### config.mk
export PLATFORM = sky130hd
export DESIGN_NAME = wake_clk_seq
export DESIGN_NICKNAME = d
export VERILOG_FILES = /design/src/rtl/wcs_pkg.sv /design/src/rtl/wcs_sel_reg.sv /design/src/rtl/wcs_stab_cnt.sv /design/src/rtl/wcs_fsm.sv /design/src/rtl/wake_clk_seq.sv
export SDC_FILE = /design/constraint.sdc
export NUM_CORES = 1
export LEC_CHECK = 0
export ABC_AREA = 1
export BUFFER_PORTS_ARGS = -buffer_cell sky130_fd_sc_hd__clkbuf_2
export CORE_MARGIN = 2
export CORE_UTILIZATION = 45
export CTS_CLUSTER_DIAMETER = 30
export DETAILED_ROUTE_END_ITERATION = 10
export PLACE_DENSITY_LB_ADDON = 0.3
export SKIP_CTS_REPAIR_TIMING = 1
export SYNTH_ARGS = -nofsm -noshare
export SYNTH_HDL_FRONTEND = slang
export SYNTH_SLANG_ARGS = --single-unit
### constraint.sdc
create_clock -name clk_i -period 2.3 [get_ports clk_i]
set_clock_uncertainty 0.1 [all_clocks]
set_input_delay 0.46 -clock clk_i [delete_from_list [all_inputs] [get_ports clk_i]]
set_output_delay 0.46 -clock clk_i [all_outputs]
set_load 0.02 [all_outputs]
### src/rtl/wcs_pkg.sv
package wcs_pkg;
  typedef enum logic [1:0] {
    ST_RUN  = 2'd0,
    ST_STOP = 2'd1,
    ST_OSC  = 2'd2,
    ST_LOCK = 2'd3
  } wcs_state_e;
endpackage

### src/rtl/wcs_sel_reg.sv
module wcs_sel_reg #(
  parameter int unsigned SEL_W = 3
) (
  input  logic             clk_i,
  input  logic             rst_ni,
  input  logic             wr_i,
  input  logic             run_i,
  input  logic [SEL_W-1:0] sel_i,
  output logic [SEL_W-1:0] sel_o
);
  logic [SEL_W-1:0] sel_q;

  always_ff @(posedge clk_i or negedge rst_ni) begin
    if (!rst_ni)            sel_q <= '0;
    else if (wr_i && run_i) sel_q <= sel_i;
  end

  assign sel_o = sel_q;

  // outside run, writes leave the select untouched
  p_sel_hold_r8: assert property (@(posedge clk_i) disable iff (!rst_ni)
    (!run_i && wr_i) |=> $stable(sel_q));
endmodule

### src/rtl/wcs_stab_cnt.sv
module wcs_stab_cnt #(
  parameter int unsigned BASE_LOG2 = 10,
  parameter int unsigned SEL_W     = 3,
  localparam int unsigned CW       = BASE_LOG2 + 2 * ((1 << SEL_W) - 1) + 1
) (
  input  logic             clk_i,
  input  logic             rst_ni,
  input  logic             clr_i,
  input  logic             en_i,
  input  logic [SEL_W-1:0] sel_i,
  output logic [CW-1:0]    cnt_o,
  output logic [CW-1:0]    half_o,
  output logic             half_hit_o,
  output logic             full_hit_o
);
  logic [CW-1:0] cnt_q;
  logic [CW-1:0] full_c;
  logic [CW-1:0] half_c;

  assign full_c = CW'(1) << (BASE_LOG2 + 2 * int'(sel_i));
  assign half_c = full_c >> 1;

  always_ff @(posedge clk_i or negedge rst_ni) begin
    if (!rst_ni)     cnt_q <= '0;
    else if (clr_i)  cnt_q <= '0;
    else if (en_i)   cnt_q <= cnt_q + CW'(1);
  end

  assign cnt_o      = cnt_q;
  assign half_o     = half_c;
  assign half_hit_o = (cnt_q == half_c - CW'(1));
  assign full_hit_o = (cnt_q == full_c - CW'(1));

  // counting never goes past the full value
  p_no_overflow_r2: assert property (@(posedge clk_i) disable iff (!rst_ni)
    (en_i && !clr_i) |-> (cnt_q < full_c));
endmodule

### src/rtl/wcs_fsm.sv
module wcs_fsm
  import wcs_pkg::*;
(
  input  logic       clk_i,
  input  logic       rst_ni,
  input  logic       stop_req_i,
  input  logic       wake_irq_i,
  input  logic       half_hit_i,
  input  logic       full_hit_i,
  output wcs_state_e state_o,
  output logic       cnt_clr_o,
  output logic       cnt_en_o,
  output logic       osc_en_o,
  output logic       pll_en_o,
  output logic       gate_en_o
);
  wcs_state_e st_q, st_d;

  always_comb begin
    st_d = st_q;
    unique case (st_q)
      ST_RUN:  if (stop_req_i && !wake_irq_i) st_d = ST_STOP;
      ST_STOP: if (wake_irq_i)                st_d = ST_OSC;
      ST_OSC:  if (half_hit_i)                st_d = ST_LOCK;
      ST_LOCK: if (full_hit_i)                st_d = ST_RUN;
      default:                                st_d = ST_RUN;
    endcase
  end

  always_ff @(posedge clk_i or negedge rst_ni) begin
    if (!rst_ni) st_q <= ST_RUN;
    else         st_q <= st_d;
  end

  assign state_o   = st_q;
  assign cnt_clr_o = (st_q == ST_RUN) || (st_q == ST_STOP);
  assign cnt_en_o  = (st_q == ST_OSC) || (st_q == ST_LOCK);
  assign osc_en_o  = (st_q != ST_STOP);
  assign pll_en_o  = (st_q == ST_RUN) || (st_q == ST_LOCK);
  assign gate_en_o = (st_q == ST_RUN);

  // interrupt in stop starts the oscillator wait
  p_wake_path_r3: assert property (@(posedge clk_i) disable iff (!rst_ni)
    (st_q == ST_STOP && wake_irq_i) |=> (st_q == ST_OSC && osc_en_o && !pll_en_o));
  // a pending wake blocks the stop request
  p_stop_blocked_r9: assert property (@(posedge clk_i) disable iff (!rst_ni)
    (st_q == ST_RUN && wake_irq_i) |=> (st_q == ST_RUN));
  // stop entry drops both enables
  p_stop_entry_r1: assert property (@(posedge clk_i) disable iff (!rst_ni)
    (st_q == ST_RUN && stop_req_i && !wake_irq_i) |=> (!osc_en_o && !pll_en_o));
endmodule

### src/rtl/wake_clk_seq.sv
module wake_clk_seq
  import wcs_pkg::*;
#(
  parameter int unsigned BASE_LOG2 = 10,
  parameter int unsigned SEL_W     = 3
) (
  input  logic             clk_i,
  input  logic             rst_ni,
  input  logic             stop_req_i,
  input  logic             wake_irq_i,
  input  logic             sel_wr_i,
  input  logic [SEL_W-1:0] sel_i,
  output logic             osc_en_o,
  output logic             pll_en_o,
  output logic             clk_gate_en_o,
  output logic [1:0]       state_o
);
  localparam int unsigned CW = BASE_LOG2 + 2 * ((1 << SEL_W) - 1) + 1;

  wcs_state_e       st;
  logic             cnt_clr, cnt_en, half_hit, full_hit;
  logic [SEL_W-1:0] sel_q;
  logic [CW-1:0]    cnt, half_v;

  wcs_sel_reg #(.SEL_W(SEL_W)) u_sel (
    .clk_i (clk_i),
    .rst_ni(rst_ni),
    .wr_i  (sel_wr_i),
    .run_i (st == ST_RUN),
    .sel_i (sel_i),
    .sel_o (sel_q)
  );

  wcs_stab_cnt #(.BASE_LOG2(BASE_LOG2), .SEL_W(SEL_W)) u_cnt (
    .clk_i     (clk_i),
    .rst_ni    (rst_ni),
    .clr_i     (cnt_clr),
    .en_i      (cnt_en),
    .sel_i     (sel_q),
    .cnt_o     (cnt),
    .half_o    (half_v),
    .half_hit_o(half_hit),
    .full_hit_o(full_hit)
  );

  wcs_fsm u_fsm (
    .clk_i     (clk_i),
    .rst_ni    (rst_ni),
    .stop_req_i(stop_req_i),
    .wake_irq_i(wake_irq_i),
    .half_hit_i(half_hit),
    .full_hit_i(full_hit),
    .state_o   (st),
    .cnt_clr_o (cnt_clr),
    .cnt_en_o  (cnt_en),
    .osc_en_o  (osc_en_o),
    .pll_en_o  (pll_en_o),
    .gate_en_o (clk_gate_en_o)
  );

  assign state_o = st;

  // counter parked at zero while stopped
  p_cnt_zero_r2: assert property (@(posedge clk_i) disable iff (!rst_ni)
    (st == ST_STOP) |-> (cnt == '0));
  // PLL starts exactly at the midpoint
  p_pll_mid_r4: assert property (@(posedge clk_i) disable iff (!rst_ni)
    (st == ST_LOCK && $rose(pll_en_o)) |-> (cnt == half_v));
  // gate closed for the whole lock wait
  p_gate_lock_r5: assert property (@(posedge clk_i) disable iff (!rst_ni)
    (st == ST_LOCK) |-> (!clk_gate_en_o && pll_en_o && osc_en_o));
  // return to run opens the gate
  p_run_resume_r6: assert property (@(posedge clk_i) disable iff (!rst_ni)
    (st == ST_LOCK && full_hit) |=> (st == ST_RUN && clk_gate_en_o));
endmodule

Word level (Yosys, flattened, before mapping)
Cells that the tools add are included.
{"block": "classes", "n_shift": 1, "n_reduce_logical": 9, "n_eq_ne": 10, "add_sub_neg": 4, "muxes": 7}
{"cell": "25-bit equality test", "count": 2}
{"cell": "25-bit 2-to-1 mux", "count": 2}
{"cell": "1-bit by 32-bit << shifter with 25-bit output (first input constant)", "count": 1}
{"cell": "25-bit by 1-bit adder with 25-bit output (second input constant)", "count": 1}
{"cell": "24-bit by 1-bit subtractor with 25-bit output (second input constant)", "count": 1}
{"cell": "25-bit by 1-bit subtractor with 25-bit output (second input constant)", "count": 1}
{"cell": "2-bit 2-to-1 mux", "count": 4}
{"cell": "2-bit one-hot mux with 4 select lines", "count": 1}
{"cell": "2-bit inequality test (second input constant)", "count": 3}
{"cell": "4-bit by 4-bit adder with 5-bit output (first input constant)", "count": 1}
{"cell": "2-bit equality test (second input constant)", "count": 2}
{"cell": "2-bit by 1-bit inequality test with 1-bit output (second input constant)", "count": 2}
{"cell": "4-bit AND reduction", "count": 1}
{"cell": "1-bit logical OR", "count": 3}
{"cell": "2-bit by 1-bit equality test with 1-bit output (second input constant)", "count": 1}
{"cell": "1-bit logical AND", "count": 2}
{"cell": "2-bit logical NOT", "count": 1}
{"cell": "2-bit nonzero test", "count": 1}
{"cell": "1-bit logical NOT", "count": 1}
{"block": "word_totals", "word_cells": 34, "input_bits": 8, "out_inout_bits": 5, "register_bits": 30}

Logic depth before layout (Yosys ltp)
Gate-level depths: netlist (run 1).
{"block": "depth", "word_depth": 6, "mapped_depth": 16, "mapped_depth_nobuf": 15}

By module
A second synthesis (run 1) with hierarchy kept.
{"block": "unflattened", "hier_cells": 352, "hier_area_um2": 2321.0}
{"mod": "wcs_stab_cnt", "seq_area_each_um2": 625.6, "area_per_inst_um2": 1974.4, "n_inst": 1, "cells_each": 306}
{"mod": "wcs_fsm", "seq_area_each_um2": 50.0, "area_per_inst_um2": 224.0, "n_inst": 1, "cells_each": 32}
{"mod": "wcs_sel_reg", "seq_area_each_um2": 75.1, "area_per_inst_um2": 118.9, "n_inst": 1, "cells_each": 13}
{"mod": "wake_clk_seq", "seq_area_each_um2": 0.0, "area_per_inst_um2": 3.8, "n_inst": 1, "cells_each": 1}

Least setup slack after synthesis (run 1)
No wires, ideal clock.
{"block": "synth_path", "path_kind": "register to register", "from": "reg u_fsm.st_q[0] (netlist: u_fsm.state_o[0])", "to": "reg u_cnt.cnt_q[18] (netlist: u_cnt.cnt_o[18])", "setup_slack_ns": 0.142, "period_less_slack_ns": 2.158, "n_path_buf": 0, "setup_time_ns": 0.123, "required_time_ns": 2.077, "arrival_time_ns": 1.934, "path_stages_with_launch": 14, "path_cell_list": "dfrtp_1 inv_1 ha_1 nor2_2 nand2_4 inv_4 nor2_4 nand3_2 nor2_2 nand2_2 nor2_4 nand2_1 o21ai_0 a21oi_1"}
{"block": "synth_via", "elab_chain_len": 3, "elab_cells_between_ends": 8, "classes_between": "eq/ne: 3; mux: 1; reduce/logical: 4"}
{"element": "start, declared", "line": "wcs_fsm.sv:17", "source": "wcs_state_e st_q, st_d;"}
{"element": "start signal, assigned", "line": "wcs_fsm.sv:32", "source": "else st_q <= st_d;"}
{"element": "2-bit logical NOT (*)"}
{"element": "via clk_gate_en_o", "line": "wake_clk_seq.sv:15", "source": "output logic clk_gate_en_o,"}
{"element": "1-bit logical OR (*)", "line": "wcs_fsm.sv:36", "source": "assign cnt_clr_o = (st_q == ST_RUN) || (st_q == ST_STOP);"}
{"element": "25-bit 2-to-1 mux or 2-bit nonzero test (tied branches)"}
{"element": "end signal, assigned", "line": "wcs_stab_cnt.sv:26", "source": "else if (en_i) cnt_q <= cnt_q + CW'(1);"}
{"element": "end, declared", "line": "wcs_stab_cnt.sv:16", "source": "logic [CW-1:0] cnt_q;"}
Mark *: on every way through the listed nets, which the timed path passes. The rest lies on a longest branch.
A chain may end at the register's enable or synchronous reset.

Worst setup path in the final report (run 1)
{"block": "layout_path", "from": "reg u_fsm.st_q[0] (netlist: u_fsm.state_o[0])", "to": "reg u_cnt.cnt_q[20] (netlist: u_cnt.cnt_o[20])"}
{"block": "layout_via", "elab_chain_len": 3, "elab_cells_between_ends": 8, "classes_between": "eq/ne: 3; mux: 1; reduce/logical: 4"}
{"element": "2-bit by 1-bit equality test with 1-bit output (tied with other cells)", "line": "wcs_fsm.sv:36"}
{"element": "1-bit logical OR (on tied branches)", "line": "wcs_fsm.sv:36, wcs_fsm.sv:37"}
{"element": "25-bit 2-to-1 mux or 2-bit nonzero test (tied branches)"}
Parallel ways exist; a longest one is shown, timed or not.

==> results.ini, run 1 <==
[status]
outcome=completed

[clock_network]
cts-htree-levels=2
cts_buffer_depth=2
numCtsBuffers=5
cts_sinks=30
clk_latency_ns=0.29
root_buffer=clkbuf_8
cts_tree=built
clkTransAtPathRegs_ns=0.07

[placed_design]
io_buffers=12
gp_congestion=0.9611
place_hpwl_um=4837
place_area_um2=2536
dp.cells=464
place_ws_ns=0.1343

[worst_setup_path]
reg2reg_from=u_fsm.state_o[0]$_DFFE_PN0P_
endpoint_kind=register
r2r_end=u_cnt.cnt_o[20]$_DFFE_PN0P_
crit_top_cell=nor2_4
crit_chain=inv_2 -> ha_1 -> nor2_1 -> nand2_4 -> inv_4 -> nor2_4 -> nand3_2 -> nor2_4 -> nand2_2 -> inv_1 -> nand3_1 -> o21ai_0 -> a21oi_1
arrival_ns=2.17
reg2reg_setup_slack_ns=0.20
slowest_stage=dfrtp_2
path_class=reg -> reg
crit_path_start_kind=register
ff2ff_path_depth=13
slowest_delay_ns=0.44
cp_max_fo=7
critPathRequiredTime_ns=2.37

[timing]
setup_viol=0
final-hold-violation-count=0
fin_setup_tns_ns=0
post-route-period-util_pct=91.25
fin_ws_ns=0.2012
worst_pin_slew_ns=0.7813
finalMaxSlewViolations=0
max_freq_ghz=0.4765
fin_crit_ns=2.099
hold_ws_ns=0.1402
relSlewSlack_pct=47.92
grt_setup_unrepaired=false

[global_route]
grt_usage_pct=22.98
grt_pass1_wl_um=10870
grt_pass1_vias=2296
grt_antenna_before_repair=0
overflow=0
grt_start_max_net_pins=31

[logic_synthesis]
synth.area.top_cells=dfrtp_1 31%, nand2_1 20%, nand3_1 8.1%
synthArstFlopShare_pct=100.0
synth_edf_count=0
ys.flop_type=dfrtp_1
ys_seq_area_share_pct=31.17
netlist_instances=386
synthAdderAreaFrac_pct=3.117
synth.distinct_cells=32
synth_seq_cells=30
synth-xor-area-share_pct=1.818
netlist.area_leader.share_pct=31.17
synth_top_family_by_area=simple AND/OR/NAND/NOR gates
ys_warn_count=0
synth-simple-area-share_pct=46.13
synth_top_cell_by_area=dfrtp_1
synth_commonest_cells=130 x nand2_1, 45 x inv_1, 40 x nor2_1, 39 x nand3_1, 30 x dfrtp_1
muxShareOfSynthArea_pct=0
synth_most_common_cell=nand2_1
syn-cell-area_um2=2409
syn_area_per_cell_um2=6.240
synth_compound_area_share_pct=8.260

[drt]
drt_wl_total_um=6292
drt_pass1_iterations=5
dr.first_iter.drc_count=176
drc=0
wl_per_cell_um=13.33
antenna_left=0
vias=2461
vias_per_cell=5.214

[power]
vdd_drop_max_mv=0.6368
seqPwrFrac_pct=29.1
p_sw_share_pct=47.23
pwr-share-clk_pct=20.7
p_int_mw=1.292
switchingPower_mw=1.156
p_leak_nw=1.305
power_mw=2.448
power.density_nw_per_um2=917.4
power_frac_comb_pct=50.2

[job]
cap_violations=0

[final_layout]
drive_above_1_share_pct=11.44
stdcell_area_um2=2669
syn_to_final_growth_pct=10.81
finalNonFillerCells=472
fillers=531
utilization_pct=51.92
antenna_cells=0
fin_nets=415

[worst_hold_path]
min_path_type=in -> async

[floorplanning]
ios=13
die_w_um=77.16
die_area_um2=5954
die_h_um=77.16
initial_utilization_pct=46.86
num_rows=26
coreArea_um2=5140

## power by group through the flow
stage / clock network (mW) / logic [mW] / registers [mW]
floorplan: 0 / 0.947 / 0.679
global placement: 0 / 1.18 / 0.708
detailed placement: 0 / 1.18 / 0.712
CTS: 0.512 / 1.19 / 0.702
global route: 0.532 / 1.40 / 0.723
finish: 0.507 / 1.23 / 0.712
## sequential cells by signal, indices dropped and copies added (netlist names)
register and count:
u_sel.sel_o 3, u_cnt.cnt_o 25, u_fsm.state_o 2
## layer usage
metal  up-vias  routed length, um  GRT usage, %
met5         -                  0             0
met4         0                140         8.036
met3        14                374         3.529
met2        89               2744         36.00
met1      1081               3032         32.20
li1       1277                  -             -
## worst max path at each step
stage	startpoint	end	slack [ns]	cells past startpoint
floorplan	u_fsm.state_o[0]$_DFFE_PN0P_	u_cnt.cnt_o[18]$_DFFE_PN0P_	0.14	13
global route	u_fsm.state_o[0]$_DFFE_PN0P_	u_cnt.cnt_o[22]$_DFFE_PN0P_	0.0006	14
finish	u_fsm.state_o[0]$_DFFE_PN0P_	u_cnt.cnt_o[20]$_DFFE_PN0P_	0.20	13
global placement	u_sel.sel_o[2]$_DFFE_PN0P_	u_fsm.state_o[0]$_DFFE_PN0P_	0.13	13
detailed placement	u_sel.sel_o[2]$_DFFE_PN0P_	u_fsm.state_o[0]$_DFFE_PN0P_	0.13	13
CTS	u_sel.sel_o[2]$_DFFE_PN0P_	u_fsm.state_o[0]$_DFFE_PN0P_	0.11	13
## layout by cell type (no fill, tap or decap), drive strengths merged
cell type,netlist,layout
a21boi,1,1
a21oi,20,20
a221oi,1,1
a22oi,1,1
buf,5,1
clkbuf,1,20
clkinv,1,1
conb,1,2
dfrtp,30,30
ha,6,6
inv,50,50
nand2,134,134
nand3,41,41
nand3b,1,1
nand4,11,11
nor2,46,46
nor3,13,13
nor4,2,2
o21ai,15,15
or2,1,1
xnor2,2,2
xor2,3,3
## layout make-up
class / instances / area [um2] / share of cell area, %
clock buffer: 8 / 110.1 / 4.126
multi-input combinational: 300 / 1456 / 54.57
sequential: 30 / 753.2 / 28.22
timing repair buffer: 13 / 67.56 / 2.532
inverter: 51 / 193.9 / 7.267
tap: 70 / 87.58 / 3.282
## logic make-up (layout without fill, tap and decap cells)
kind of cell | count (synthesis) | in the layout
AND/OR/NAND/NOR | 249 | 249
buffers and inverters | 57 | 72
AO/OA/AOI/OAI | 38 | 38
flip-flops | 30 | 30
adder cells (fa/ha/maj) | 6 | 6
XOR/XNOR | 5 | 5
other | 1 | 2
## critical path: cells and delay by family (launching register included)
kind            cells  cell delay [ns]
simple gates        7             0.76
flops               1             0.44
buf+inv             3             0.26
fa+ha+maj           1             0.20
compound gates      2             0.22
Note: power is estimated with default switching activity, not from simulation.
==> inputs of run 2 (changes only) <==
--- a/config.mk
+++ b/config.mk
@@ -5,7 +5,6 @@
 export SDC_FILE = /design/constraint.sdc
 export NUM_CORES = 1
 export LEC_CHECK = 0
-export ABC_AREA = 1
 export BUFFER_PORTS_ARGS = -buffer_cell sky130_fd_sc_hd__clkbuf_2
 export CORE_MARGIN = 2
 export CORE_UTILIZATION = 45
==> results.ini, run 2 <==
[global_route]
grt_pass1_wl_um=9466  ; was 10870 um
grt_usage_pct=19.92  ; was 22.98%
grt_pass1_vias=1896  ; was 2296
grt_antenna_before_repair=0  ; unchanged
grt_start_max_net_pins=39  ; was 31
overflow=0  ; unchanged

[timing]
fin_crit_ns=2.130  ; was 2.099 ns
post-route-period-util_pct=92.60  ; was 91.25%
relSlewSlack_pct=46.54  ; was 47.92%
max_freq_ghz=0.4695  ; was 0.4765 GHz
grt_setup_unrepaired=false  ; unchanged
fin_setup_tns_ns=0  ; unchanged
finalMaxSlewViolations=0  ; unchanged
final-hold-violation-count=0  ; unchanged
worst_pin_slew_ns=0.8019  ; was 0.7813 ns
setup_viol=0  ; unchanged

[drt]
met3_length_um=362  ; was 374 um
vias_per_cell=5.655  ; was 5.214
drt_pass1_iterations=4  ; was 5
wl_met2_um=2734  ; was 2744 um
dr.first_iter.drc_count=190  ; was 176
wl_met1_um=2699  ; was 3032 um
drc=0  ; unchanged
drt_wl_total_um=5887  ; was 6292 um
antenna_left=0  ; unchanged
highest_layer=met4  ; unchanged
vias=2115  ; was 2461
wl_per_cell_um=15.74  ; was 13.33 um

[logic_synthesis]
synth_seq_cells=30  ; unchanged
ys.flop_type=dfrtp_1  ; unchanged
netlist_instances=293  ; was 386
syn-cell-area_um2=2446  ; was 2409 um2
ys_warn_count=0  ; unchanged
synth_top_cell_by_area=dfrtp_1  ; unchanged
synthArstFlopShare_pct=100.0  ; unchanged
synth_commonest_cells=34 x nor2_1, 30 x dfrtp_1, 23 x nand2_1, 18 x xor2_1, 13 x nand3_1  ; was 130 x nand2_1, 45 x inv_1, 40 x nor2_1, 39 x nand3_1, 30 x dfrtp_1
synth.distinct_cells=64  ; was 32
netlist.area_leader.share_pct=30.69  ; was 31.17%
ys_seq_area_share_pct=30.69  ; was 31.17%
synth_most_common_cell=nor2_1  ; was nand2_1
synth_edf_count=0  ; unchanged
synth.area.top_cells=dfrtp_1 31%, xor2_1 6.4%, nor2_1 5.2%  ; was dfrtp_1 31%, nand2_1 20%, nand3_1 8.1%
syn_area_per_cell_um2=8.348  ; was 6.240 um2

[worst_setup_path]
path_buf_inv=2  ; was 3
path_class=reg -> reg  ; unchanged
critPathRequiredTime_ns=2.41  ; was 2.37 ns
slowest_delay_ns=0.40  ; was 0.44 ns
crit_family=simple AND/OR/NAND/NOR gates  ; unchanged
ff2ff_path_depth=9  ; was 13
cp_max_fo=38  ; was 7
slowest_stage=dfrtp_1  ; was dfrtp_2
crit_chain=buf_12 -> nor3_4 -> buf_4 -> xor2_1 -> o211ai_1 -> nor4_2 -> nand4_1 -> a21oi_2 -> mux2i_1  ; was inv_2 -> ha_1 -> nor2_1 -> nand2_4 -> inv_4 -> nor2_4 -> nand3_2 -> nor2_4 -> nand2_2 -> inv_1 -> nand3_1 -> o21ai_0 -> a21oi_1
crit_path_start_kind=register  ; unchanged
cp.depth=9  ; was 13
endpoint_kind=register  ; unchanged
arrival_ns=2.24  ; was 2.17 ns

[final_layout]
utilization_pct=52.13  ; was 51.92%
mostFrequentLayoutCell=nor2_1  ; was nand2_1
drive_above_1_share_pct=19.74  ; was 11.44%
largest_register_ffs=25  ; unchanged
mostFrequentLayoutCells=34 x nor2_1, 29 x dfrtp_1, 23 x nand2_1, 18 x xor2_1, 16 x buf_4  ; was 130 x nand2_1, 43 x inv_1, 40 x nor2_1, 39 x nand3_1, 28 x dfrtp_1
fin_nets=317  ; was 415
syn_to_final_growth_pct=10.23  ; was 10.81%
antenna_cells=0  ; unchanged
fillers=479  ; was 531

[floorplanning]
die_h_um=77.73  ; was 77.16 um
coreArea_um2=5172  ; was 5140 um2
num_rows=26  ; unchanged
initial_utilization_pct=47.29  ; was 46.86%
die_area_um2=6041  ; was 5954 um2
die_w_um=77.73  ; was 77.16 um
ios=13  ; unchanged

[clock_network]
clk_latency_ns=0.28  ; was 0.29 ns
root_buffer=clkbuf_8  ; unchanged
cts-htree-levels=2  ; unchanged
cts_sinks=30  ; unchanged
cts_buffer_depth=2  ; unchanged
cts_tree=built  ; unchanged
clkTransAtPathRegs_ns=0.07  ; about the same
numCtsBuffers=5  ; unchanged

[power]
power_frac_comb_pct=55.3  ; was 50.2%
p_int_mw=1.431  ; was 1.292 mW
seqPwrFrac_pct=27.2  ; was 29.1%
vdd_drop_max_mv=0.5312  ; was 0.6368 mV
p_sw_share_pct=44.45  ; was 47.23%
switchingPower_mw=1.146  ; was 1.156 mW
pwr-share-clk_pct=17.5  ; was 20.7%
power.density_nw_per_um2=955.8  ; was 917.4 nW/um2
p_leak_nw=1.099  ; was 1.305 nW

[placed_design]
place_hpwl_um=4182  ; was 4837 um
gp_congestion=0.8947  ; was 0.9611
io_buffers=12  ; unchanged

[status]
outcome=completed  ; unchanged

[job]
cap_violations=0  ; unchanged

[worst_hold_path]
min_path_type=in -> async  ; unchanged

run 2: cell types whose count changed in the layout (fill, tap and decap cells not counted), moves of 7 or more:
cell | previous run | this run
a21oi_1 | 20 | 11
nor3_1 | 12 | 4
nand2_1 | 130 | 23
xor2_1 | 3 | 18
buf_4 | 1 | 16
nand3_1 | 39 | 13
nor2b_1 | 0 | 7
inv_1 | 43 | 11
xnor2_1 | 2 | 12
run 2: worst paths after layout:
path / from / to / slack [ns]
min reg2reg: u_cnt.cnt_o[1]$_DFFE_PN0P_ / u_cnt.cnt_o[1]$_DFFE_PN0P_ / 0.47
max reg2reg: u_sel.sel_o[2]$_DFFE_PN0P_ / u_fsm.state_o[1]$_DFFE_PN0P_ / 0.17
min in group clk_i: sel_i[2] / u_sel.sel_o[2]$_DFFE_PN0P_ / 0.30
max: u_sel.sel_o[2]$_DFFE_PN0P_ / u_fsm.state_o[1]$_DFFE_PN0P_ / 0.17
max in group asynchronous: rst_ni / u_sel.sel_o[0]$_DFFE_PN0P_ / 1.39
min: rst_ni / u_cnt.cnt_o[13]$_DFFE_PN0P_ / 0.15
run 2: layout make-up:
| cell class | instances | area (um2) | share of cell area [%] |
|---|---|---|---|
| multi-input combinational | 226 | 1520 | 56.38 |
| sequential | 30 | 752.0 | 27.89 |
| timing repair buffer | 29 | 200.2 | 7.425 |
| tap | 70 | 87.58 | 3.248 |
| clock buffer | 6 | 82.58 | 3.063 |
| inverter | 11 | 41.29 | 1.531 |
| clock inverter | 2 | 12.51 | 0.4640 |
run 2: power by group through the flow:
stage	sequential, mW	clock, mW	combinational (mW)
floorplan	0.663	0	1.09
global placement	0.701	0	1.36
detailed placement	0.707	0	1.38
CTS	0.698	0.469	1.38
global route	0.711	0.488	1.58
finish	0.702	0.451	1.42
run 2: stage by stage:
stage          area (um2)  std cells  hold WS [ns]  total power [mW]  worst slack [ns]
2_1_floorplan        2450        294       0.06441             1.757            0.1499
3_3_place_gp         2576        364        0.4307             2.058            0.2120
3_5_place_dp         2576        364        0.4453             2.086            0.1920
4_1_cts              2671        372        0.1796             2.552            0.1749
5_1_grt              2696        374        0.2043             2.774           0.02262
6_report             2696        374        0.1534             2.577            0.1701
run 2: cells by family (layout without fill, tap and decap cells):
group                    after synthesis  after routing  synth area share (%)
multiplexers                           5              5                 2.199
flip-flops                            30             30                 30.69
XOR/XNOR                              30             30                 10.74
AO/OA/AOI/OAI                         53             53                 15.50
adder cells (fa/ha/maj)                6              6                 3.069
other                                  1              2                0.1533
AND/OR/NAND/NOR                      130            130                 29.97
buffers and inverters                 38             48                 7.673
run 2: worst register-to-register path, delay by kind of cell (launching register included):
kind,cells,cell delay [ns]
buffers and inverters,2,0.34
DFF,1,0.40
and+or+nand+nor,3,0.56
muxes,1,0.18
xor gates and xnor gates,1,0.15
AOI/OAI and AO/OA,2,0.32
run 2: routing by layer:
| metal | vias up | global-route usage, % |
|---|---|---|
| met3 | 11 | 4.186 |
| met4 | 0 | 6.429 |
| met2 | 52 | 30.60 |
| li1 | 1037 | - |
| met1 | 1015 | 27.95 |
| met5 | - | 0 |
